==> src/rtl/spi_presc_pkg.sv <==
package spi_presc_pkg;

    typedef enum logic [1:0] {
        ST_IDLE = 2'd0,
        ST_LOW  = 2'd1,
        ST_HIGH = 2'd2
    } sck_state_e;

endpackage

==> src/rtl/spi_presc_decode.sv <==
// Turns the divider field into a divisor for the selected encoding.
module spi_presc_decode #(
    parameter bit EXTENDED = 1'b1,
    parameter int DIV_W    = 11,
    parameter int MIN_DIV  = 4
) (
    input  logic [7:0]       field,
    output logic [DIV_W-1:0] divisor
);

    localparam logic [DIV_W-1:0] FLOOR_DIV = DIV_W'(MIN_DIV);

    logic [DIV_W-1:0] raw_div;

    generate
        if (EXTENDED) begin : g_wide
            logic [3:0] lin_f;
            logic [2:0] pow_e;
            logic       unused_gap;
            always_comb begin
                lin_f   = (field[3:0] == 4'd0) ? 4'd1 : field[3:0];
                pow_e   = {field[7:6], field[4]};
                raw_div = DIV_W'(lin_f) << pow_e;
            end
            assign unused_gap = field[5];
        end else begin : g_compact
            logic unused_hi;
            always_comb begin
                raw_div = DIV_W'({field[3:0], 1'b0});
            end
            assign unused_hi = ^field[7:4];
        end
    endgenerate

    always_comb begin
        divisor = (raw_div < FLOOR_DIV) ? FLOOR_DIV : raw_div;
    end

endmodule

==> src/rtl/spi_presc_phase_ctr.sv <==
// Counts cycles within a serial-clock phase and flags the last cycle.
module spi_presc_phase_ctr #(
    parameter int W = 11
) (
    input  logic         clk,
    input  logic         rst_n,
    input  logic         clear,
    input  logic [W-1:0] last,
    output logic         at_end
);

    logic [W-1:0] cnt;

    assign at_end = (cnt == last);

    always_ff @(posedge clk or negedge rst_n) begin
        if (!rst_n) begin
            cnt <= '0;
        end else if (clear || at_end) begin
            cnt <= '0;
        end else begin
            cnt <= cnt + 1'b1;
        end
    end

endmodule

==> src/rtl/spi_presc_gen.sv <==
module spi_presc_gen #(
    parameter bit EXTENDED = 1'b1,
    parameter int DIV_W    = 11,
    parameter int MIN_DIV  = 4
) (
    input  logic       clk,
    input  logic       rst_n,
    input  logic       xfer_active,
    input  logic [7:0] div_field,
    output logic       sck_level,
    output logic       rise_tick,
    output logic       fall_tick,
    output logic       edge_tick
);

    import spi_presc_pkg::*;

    sck_state_e       st, st_nx;
    logic [DIV_W-1:0] dec_div;
    logic [DIV_W-1:0] div_lat;
    logic [DIV_W-1:0] half_dn;
    logic [DIV_W-1:0] low_last;
    logic [DIV_W-1:0] high_last;
    logic [DIV_W-1:0] phase_last;
    logic             phase_end;

    spi_presc_decode #(
        .EXTENDED (EXTENDED),
        .DIV_W    (DIV_W),
        .MIN_DIV  (MIN_DIV)
    ) u_decode (
        .field   (div_field),
        .divisor (dec_div)
    );

    // Divisor follows the field only while idle; frozen during a transfer.
    always_ff @(posedge clk or negedge rst_n) begin
        if (!rst_n) begin
            div_lat <= DIV_W'(MIN_DIV);
        end else if (st == ST_IDLE) begin
            div_lat <= dec_div;
        end
    end

    always_comb begin
        half_dn    = div_lat >> 1;
        low_last   = div_lat - half_dn - 1'b1;
        high_last  = half_dn - 1'b1;
        phase_last = (st == ST_HIGH) ? high_last : low_last;
    end

    spi_presc_phase_ctr #(
        .W (DIV_W)
    ) u_ctr (
        .clk    (clk),
        .rst_n  (rst_n),
        .clear  (st == ST_IDLE),
        .last   (phase_last),
        .at_end (phase_end)
    );

    // State register
    always_ff @(posedge clk or negedge rst_n) begin
        if (!rst_n) begin
            st <= ST_IDLE;
        end else begin
            st <= st_nx;
        end
    end

    // Next state
    always_comb begin
        st_nx = st;
        unique case (st)
            ST_IDLE: st_nx = xfer_active ? ST_LOW : ST_IDLE;
            ST_LOW: begin
                if (!xfer_active)   st_nx = ST_IDLE;
                else if (phase_end) st_nx = ST_HIGH;
            end
            ST_HIGH: begin
                if (!xfer_active)   st_nx = ST_IDLE;
                else if (phase_end) st_nx = ST_LOW;
            end
            default: st_nx = ST_IDLE;
        endcase
    end

    // Outputs
    always_comb begin
        sck_level = 1'b0;
        rise_tick = 1'b0;
        fall_tick = 1'b0;
        unique case (st)
            ST_IDLE: ;
            ST_LOW:  rise_tick = phase_end;
            ST_HIGH: begin
                sck_level = 1'b1;
                fall_tick = phase_end;
            end
            default: ;
        endcase
        edge_tick = rise_tick | fall_tick;
    end

endmodule

==> config.mk <==
export PLATFORM = sky130hd
export DESIGN_NAME = spi_presc_gen
export DESIGN_NICKNAME = d
export VERILOG_FILES = /design/src/rtl/spi_presc_pkg.sv /design/src/rtl/spi_presc_decode.sv /design/src/rtl/spi_presc_phase_ctr.sv /design/src/rtl/spi_presc_gen.sv
export SDC_FILE = /design/constraint.sdc
export NUM_CORES = 1
export LEC_CHECK = 0
export ABC_AREA = 1
export BUFFER_PORTS_ARGS = -buffer_cell sky130_fd_sc_hd__buf_4
export CAP_MARGIN = 20
export CORE_MARGIN = 2
export CORE_UTILIZATION = 61
export CTS_CLUSTER_SIZE = 25
export DETAILED_ROUTE_END_ITERATION = 6
export PLACE_DENSITY = 0.92
export SLEW_MARGIN = 30
export SYNTH_ARGS = -nofsm -noshare
export SYNTH_HDL_FRONTEND = slang
export SYNTH_SLANG_ARGS = --single-unit
==> constraint.sdc <==
create_clock -name clk -period 3.6 [get_ports clk]
set_input_delay 0.36 -clock clk [delete_from_list [all_inputs] [get_ports clk]]
set_output_delay 0.36 -clock clk [all_outputs]
set_load 0.02 [all_outputs]
## Word level (Yosys, flattened, before mapping)

Cells that the tools add are included.

- Add/sub/neg operators: 4
- $mul: 0
- Div/mod/pow operators: 0
- Magnitude comparators: 1
- Eq/ne operators: 5
- Shifts and indexed selects: 1
- Muxes and demuxes: 13
- Bitwise logic cells: 1
- Reductions and logical operators: 4

Operators by type and width:

| cell | number |
|---|---|
| $mux W11 | 3 |
| $add A11 B1 Y11 const B | 1 |
| $eq A11 B11 Y1 | 1 |
| $lt A11 B3 Y1 const B | 1 |
| $shl A4 B3 Y11 | 1 |
| $sub A10 B1 Y11 const B | 1 |
| $sub A11 B1 Y11 const B | 1 |
| $sub A11 B10 Y11 | 1 |
| $mux W2 | 4 |
| $ne A3 B3 Y1 const B | 2 |
| $pmux W2 S3 | 1 |
| $logic_not A4 Y1 | 1 |
| $mux W1 | 4 |
| $mux W4 | 1 |
| $eq A2 B1 Y1 const B | 1 |
| $eq A2 B2 Y1 const B | 1 |
| $logic_not A2 Y1 | 1 |
| $reduce_and A2 Y1 | 1 |
| $logic_or A1 B1 Y1 | 1 |
| $or A1 B1 Y1 | 1 |

- Flip-flop bits (word level): 24
- Bits in latches: 0
- Bits in writable memories: 0
- Bits in read-only memories: 0
- Bits of input ports: 11
- Output and inout port bits: 4
- Logic and storage cells: 32
- Memories: 0

## Longest topological paths before layout

- Depth after elaboration: 7
- Depth in mapped cells: 20
- Gate-level depth less buffers: 20

## Hierarchy

A second synthesis with hierarchy kept.

- Cells, all modules: 376
- Area total of the unflattened synthesis: 2541.2 µm²

Modules (own cells, without submodules):

| module | instances | cells an instance | area each (µm²) | sequential area each (µm²) |
|---|---|---|---|---|
| spi_presc_gen | 1 | 218 | 1491.4 | 326.6 |
| spi_presc_phase_ctr | 1 | 99 | 760.7 | 275.3 |
| spi_presc_decode | 1 | 59 | 289.0 | 0.0 |

## Worst setup path before layout

No wires, ideal clock.

- Path type: reg-to-output
- Start: register div_lat[1]
- End: output port fall_tick
- Arrival: 2.594 ns
- Data required time: 3.240 ns
- Path slack: 0.646 ns
- Stages on the path, launching flop included: 16
- Path buffers: 0
- Cell sequence: dfrtp_1 > inv_1 > ha_1 > fa_1 > or2_2 > nand2_1 > nand2_1 > nand3_1 > nand2_1 > nor2_1 > nand3_1 > nor2_1 > nand3b_1 > nor2_2 > nand2_4 > nor2_1

- Longest elaborated chain between the ends: 5
- Elaborated cells between the ends (all ways): 6
- Those cells by class: 3 x add/sub; 1 x eq/ne; 2 x mux

Ends and longest elaborated chain:

| item | line | RTL |
|---|---|---|
| from (decl) | spi_presc_gen.sv:20 | `logic [DIV_W-1:0] div_lat;` |
| from (signal assigned) | spi_presc_gen.sv:39 | `div_lat <= DIV_W'(MIN_DIV);` |
| from (signal assigned) | spi_presc_gen.sv:41 | `div_lat <= dec_div;` |
| $sub A11 B10 Y11 | spi_presc_gen.sv:47 | `low_last = div_lat - half_dn - 1'b1;` |
| $sub A11 B1 Y11 | spi_presc_gen.sv:47 |  |
| $mux W11 (*) | spi_presc_gen.sv:49 | `phase_last = (st == ST_HIGH) ? high_last : low_last;` |
| $eq A11 B11 Y1 (*) | spi_presc_phase_ctr.sv:14 | `assign at_end = (cnt == last);` |
| $mux W1 (*) | spi_presc_gen.sv:93 | `unique case (st)` |
| to (decl) | spi_presc_gen.sv:12 | `output logic fall_tick,` |

Every way passes the cells marked *; elsewhere a longest branch is shown, timed or not.

## Worst setup path in the final report

- Start: register div_lat[1]
- End: output port edge_tick

- Longest elaborated chain between the ends: 6
- Elaborated cells between the ends (all ways): 8
- Those cells by class: 3 x add/sub; 1 x eq/ne; 3 x mux; 1 x bitwise

Ends and longest elaborated chain:

| item | line | RTL |
|---|---|---|
| $sub A11 B10 Y11 | spi_presc_gen.sv:47 |  |
| $sub A11 B1 Y11 | spi_presc_gen.sv:47 |  |
| $mux W11 (*) | spi_presc_gen.sv:49 |  |
| $eq A11 B11 Y1 (*) | spi_presc_phase_ctr.sv:14 |  |
| $mux W1 | spi_presc_gen.sv:93 |  |
| $or A1 B1 Y1 (*) | spi_presc_gen.sv:102 | `edge_tick = rise_tick \| fall_tick;` |
| to (decl) | spi_presc_gen.sv:13 | `output logic edge_tick` |

Marked as above.

==> results.md <==
- Clk pin slew, worst setup/hold paths: 0.09 ns
- Avg WL per Cell: 12.1 um
- First-pass GRT wire length: 9.70 mm
- Cell taking the most area after synthesis: dfrtp_1
- Tcrit/Tclk final: roughly nine tenths
- Worst Slack Setup Final: roughly 0.31 ns
- Status: complete, no violations
- Syn Nets: around 420
- # IOs: 15
- Worst EP required: 3.24 ns
- Crit-path cells: inv_1 -> ha_1 -> fa_2 -> or2_2 -> nand2_1 -> nand2_1 -> nand3_1 -> nand2_1 -> nor2_1 -> nand3_1 -> nor2_1 -> nand3b_1 -> nor2_4 -> nand2_4 -> a21oi_2 -> buf_4
- Grt ovf: 0
- Pre-Repair DR Iteration Count: 4
- PD cells: ~330 mW/mm^2
- Worst clock skew: about 0.0032 ns
- Worst-skew pair later-pin latency: between 0.2 and 0.3 ns
- Worst Path Buf+Inv: 2
- HP Class: in -> reg
- Max-Cap Viols: 0
- Final setup vio count: 0
- Most frequent cells in the layout: nand2_1, inv_1, nand3_1
- Die ar.: around 0.0045 mm^2
- CTS Buffer Depth: 2
- Synth cell types: 33
- DRT iter0 DRCs: about 120
- Worst path max stage delay: about 0.38 ns
- CTS tree: built
- Cell mode on critical path: nand2_1
- Antenna Cells: 0
- Initial antenna violation count: 0
- Worst VDD drop: roughly 0.22 mV
- Commonest non-fill, non-tap cell in the layout: nand2_1
- Seq/Total Area, Yosys: around 25%
- Ys flop type: dfrtp_1
- Share of post-route cells with drive strength above 1: about a tenth
- I/O Buffers: 13
- All-layer global routing usage: 27.7%
- Core Area: slightly below 0.004 mm^2
- Overall die height: between 60 and 70 um
- Rows: 23
- Die Wd: 67.4 um
- Ys async rst share: 100%
- Critical path arrival: 2.93 ns
- CP max FO: 6
- Pin count of the biggest net entering global routing: 25
- Starting Density: approximately 62%
- Worst path slowest cell: fa_2
- Yosys reg bits: 24
- H-tree depth: 1
- Leak: roughly 0.0014 uW
- Final Hold Fails: 0
- CP top delay family: simple AND/OR/NAND/NOR gates
- Via count: between 2,000 and 2,500
- Clk sinks: 24
- Nets: about 440
- Critical path capture point type: primary output
- Total wire length: 5.45 mm
- Syn-to-layout area delta: 8.73%
- Root buffer cell: clkbuf_8
- Cts bufs inserted: 3
- Post-layout min period: about 3.3 ns
- Max-slew violations: 0
- Vias per Instance: roughly 5.4
- Smallest hold slack: between 0.3 and 0.4 ns
- Worst-margin pin slew: between 0.6 and 0.7 ns
- GP Congestion: roughly 0.94
- Post-synth EDFFs: 0
- Hpwl dp: 4.31 mm
- Pre-CTS setup slack: between 0.4 and 0.5 ns
- Syn Inst Count: 388
- Fmax: 0.304 GHz
- Post-synth top area share: about a quarter
- Cell Area, Synth: approximately 0.0025 mm^2
- CP Class: reg -> out
- Synth top area cells: dfrtp_1, nand2_1, ha_1
- ANT nets after route: 0
- Slew HR: approximately 56%
- Worst Setup Start Kind: register
- DRC viols: 0
- YS warnings: 0
- Syn Area/Cell: between 6 and 7 um^2
- Number of global-route vias before repair: about 2,300
## worst min-delay path: cells and delay by family
kind	cells	cell delay, ns
buffers and inverters	1	0.12
AND/OR/NAND/NOR	2	0.09
## where the power goes
part | switching [uW] | internal (uW) | leakage [uW] | total, uW
logic | 253 | 143 | 0.00102 | 396
registers | 13.8 | 284 | 0.000318 | 298
clock network | 88.8 | 97.8 | 0.0000288 | 187
total | 356 | 524 | 0.00136 | 880
## routing by layer
layer | wire [um] | vias to the layer above | GRT usage, %
met2 | 2590 | 66 | 47.2
met4 | 97 | 0 | 11.7
met1 | 2520 | 1097 | 35.6
met5 | 0 | - | 0
met3 | 233 | 11 | 3.00
li1 | - | 1259 | -
## worst paths after layout
check / slack [ns] / to / depth (start not counted) / start
min in group asynchronous: 0.53 / div_lat[0] / 2 / rst_n
max: 0.31 / edge_tick / 16 / div_lat[1]
max in group asynchronous: 2.78 / div_lat[2] / 2 / rst_n
min: 0.33 / st[0] / 3 / xfer_active
min reg2reg: 0.51 / u_ctr.cnt[0] / 1 / u_ctr.cnt[0]
max reg2reg: 0.93 / u_ctr.cnt[6] / 16 / div_lat[1]
## timing repair
item                                    in CTS  in global routing
endpoints found under the setup margin       0                  3
hold endpoints to repair                    23                  0
hold buffers                                 1                  0
buffers inserted                             0                  1
gates resized for setup                      0                  3
## synth_stat cells, drive strengths merged (5+ instances only)
cell type	count
nand3	40
nand3b	5
xor2	5
o21ai	25
dfrtp	23
a21oi	15
nand2	118
inv	58
ha	22
nor2	49
## logic make-up (layout without fill, tap and decap cells)
family / Yosys count / in the layout / share of synthesized area [%]
and+or+nand+nor: 227 / 227 / 41.3
buffers and inverters: 63 / 77 / 10.0
AOI/OAI and AO/OA: 46 / 46 / 10.3
DFF: 24 / 24 / 24.6
adders and majority gates: 23 / 23 / 12.0
xor gates and xnor gates: 5 / 5 / 1.79
## stage by stage
stage                     area, um^2  utilization (%)  power [uW]  setup TNS [ns]  instances
final                           2670             67.6         880               0        452
after global routing            2670             67.6         962        -0.00121        452
after CTS                       2650             67.2         878               0        451
after detailed placement        2580             65.5         687               0        446
after global placement          2580             65.5         670               0        446
after floorplan                 2450                -         605               0        388
## cell type report
type | instances | area [um^2]
multi-input combinational | 301 | 1610
fill | 329 | 1280
sequential | 24 | 603
inverter | 58 | 218
timing repair buffer | 15 | 115
tap | 50 | 62.6
clock buffer | 4 | 55.1
## sequential cells by signal, summed over array words and instances, names as in the netlist
signal     flops
u_ctr.cnt     11
div_lat       11
st             2
Power figures use the tool's default switching activity.
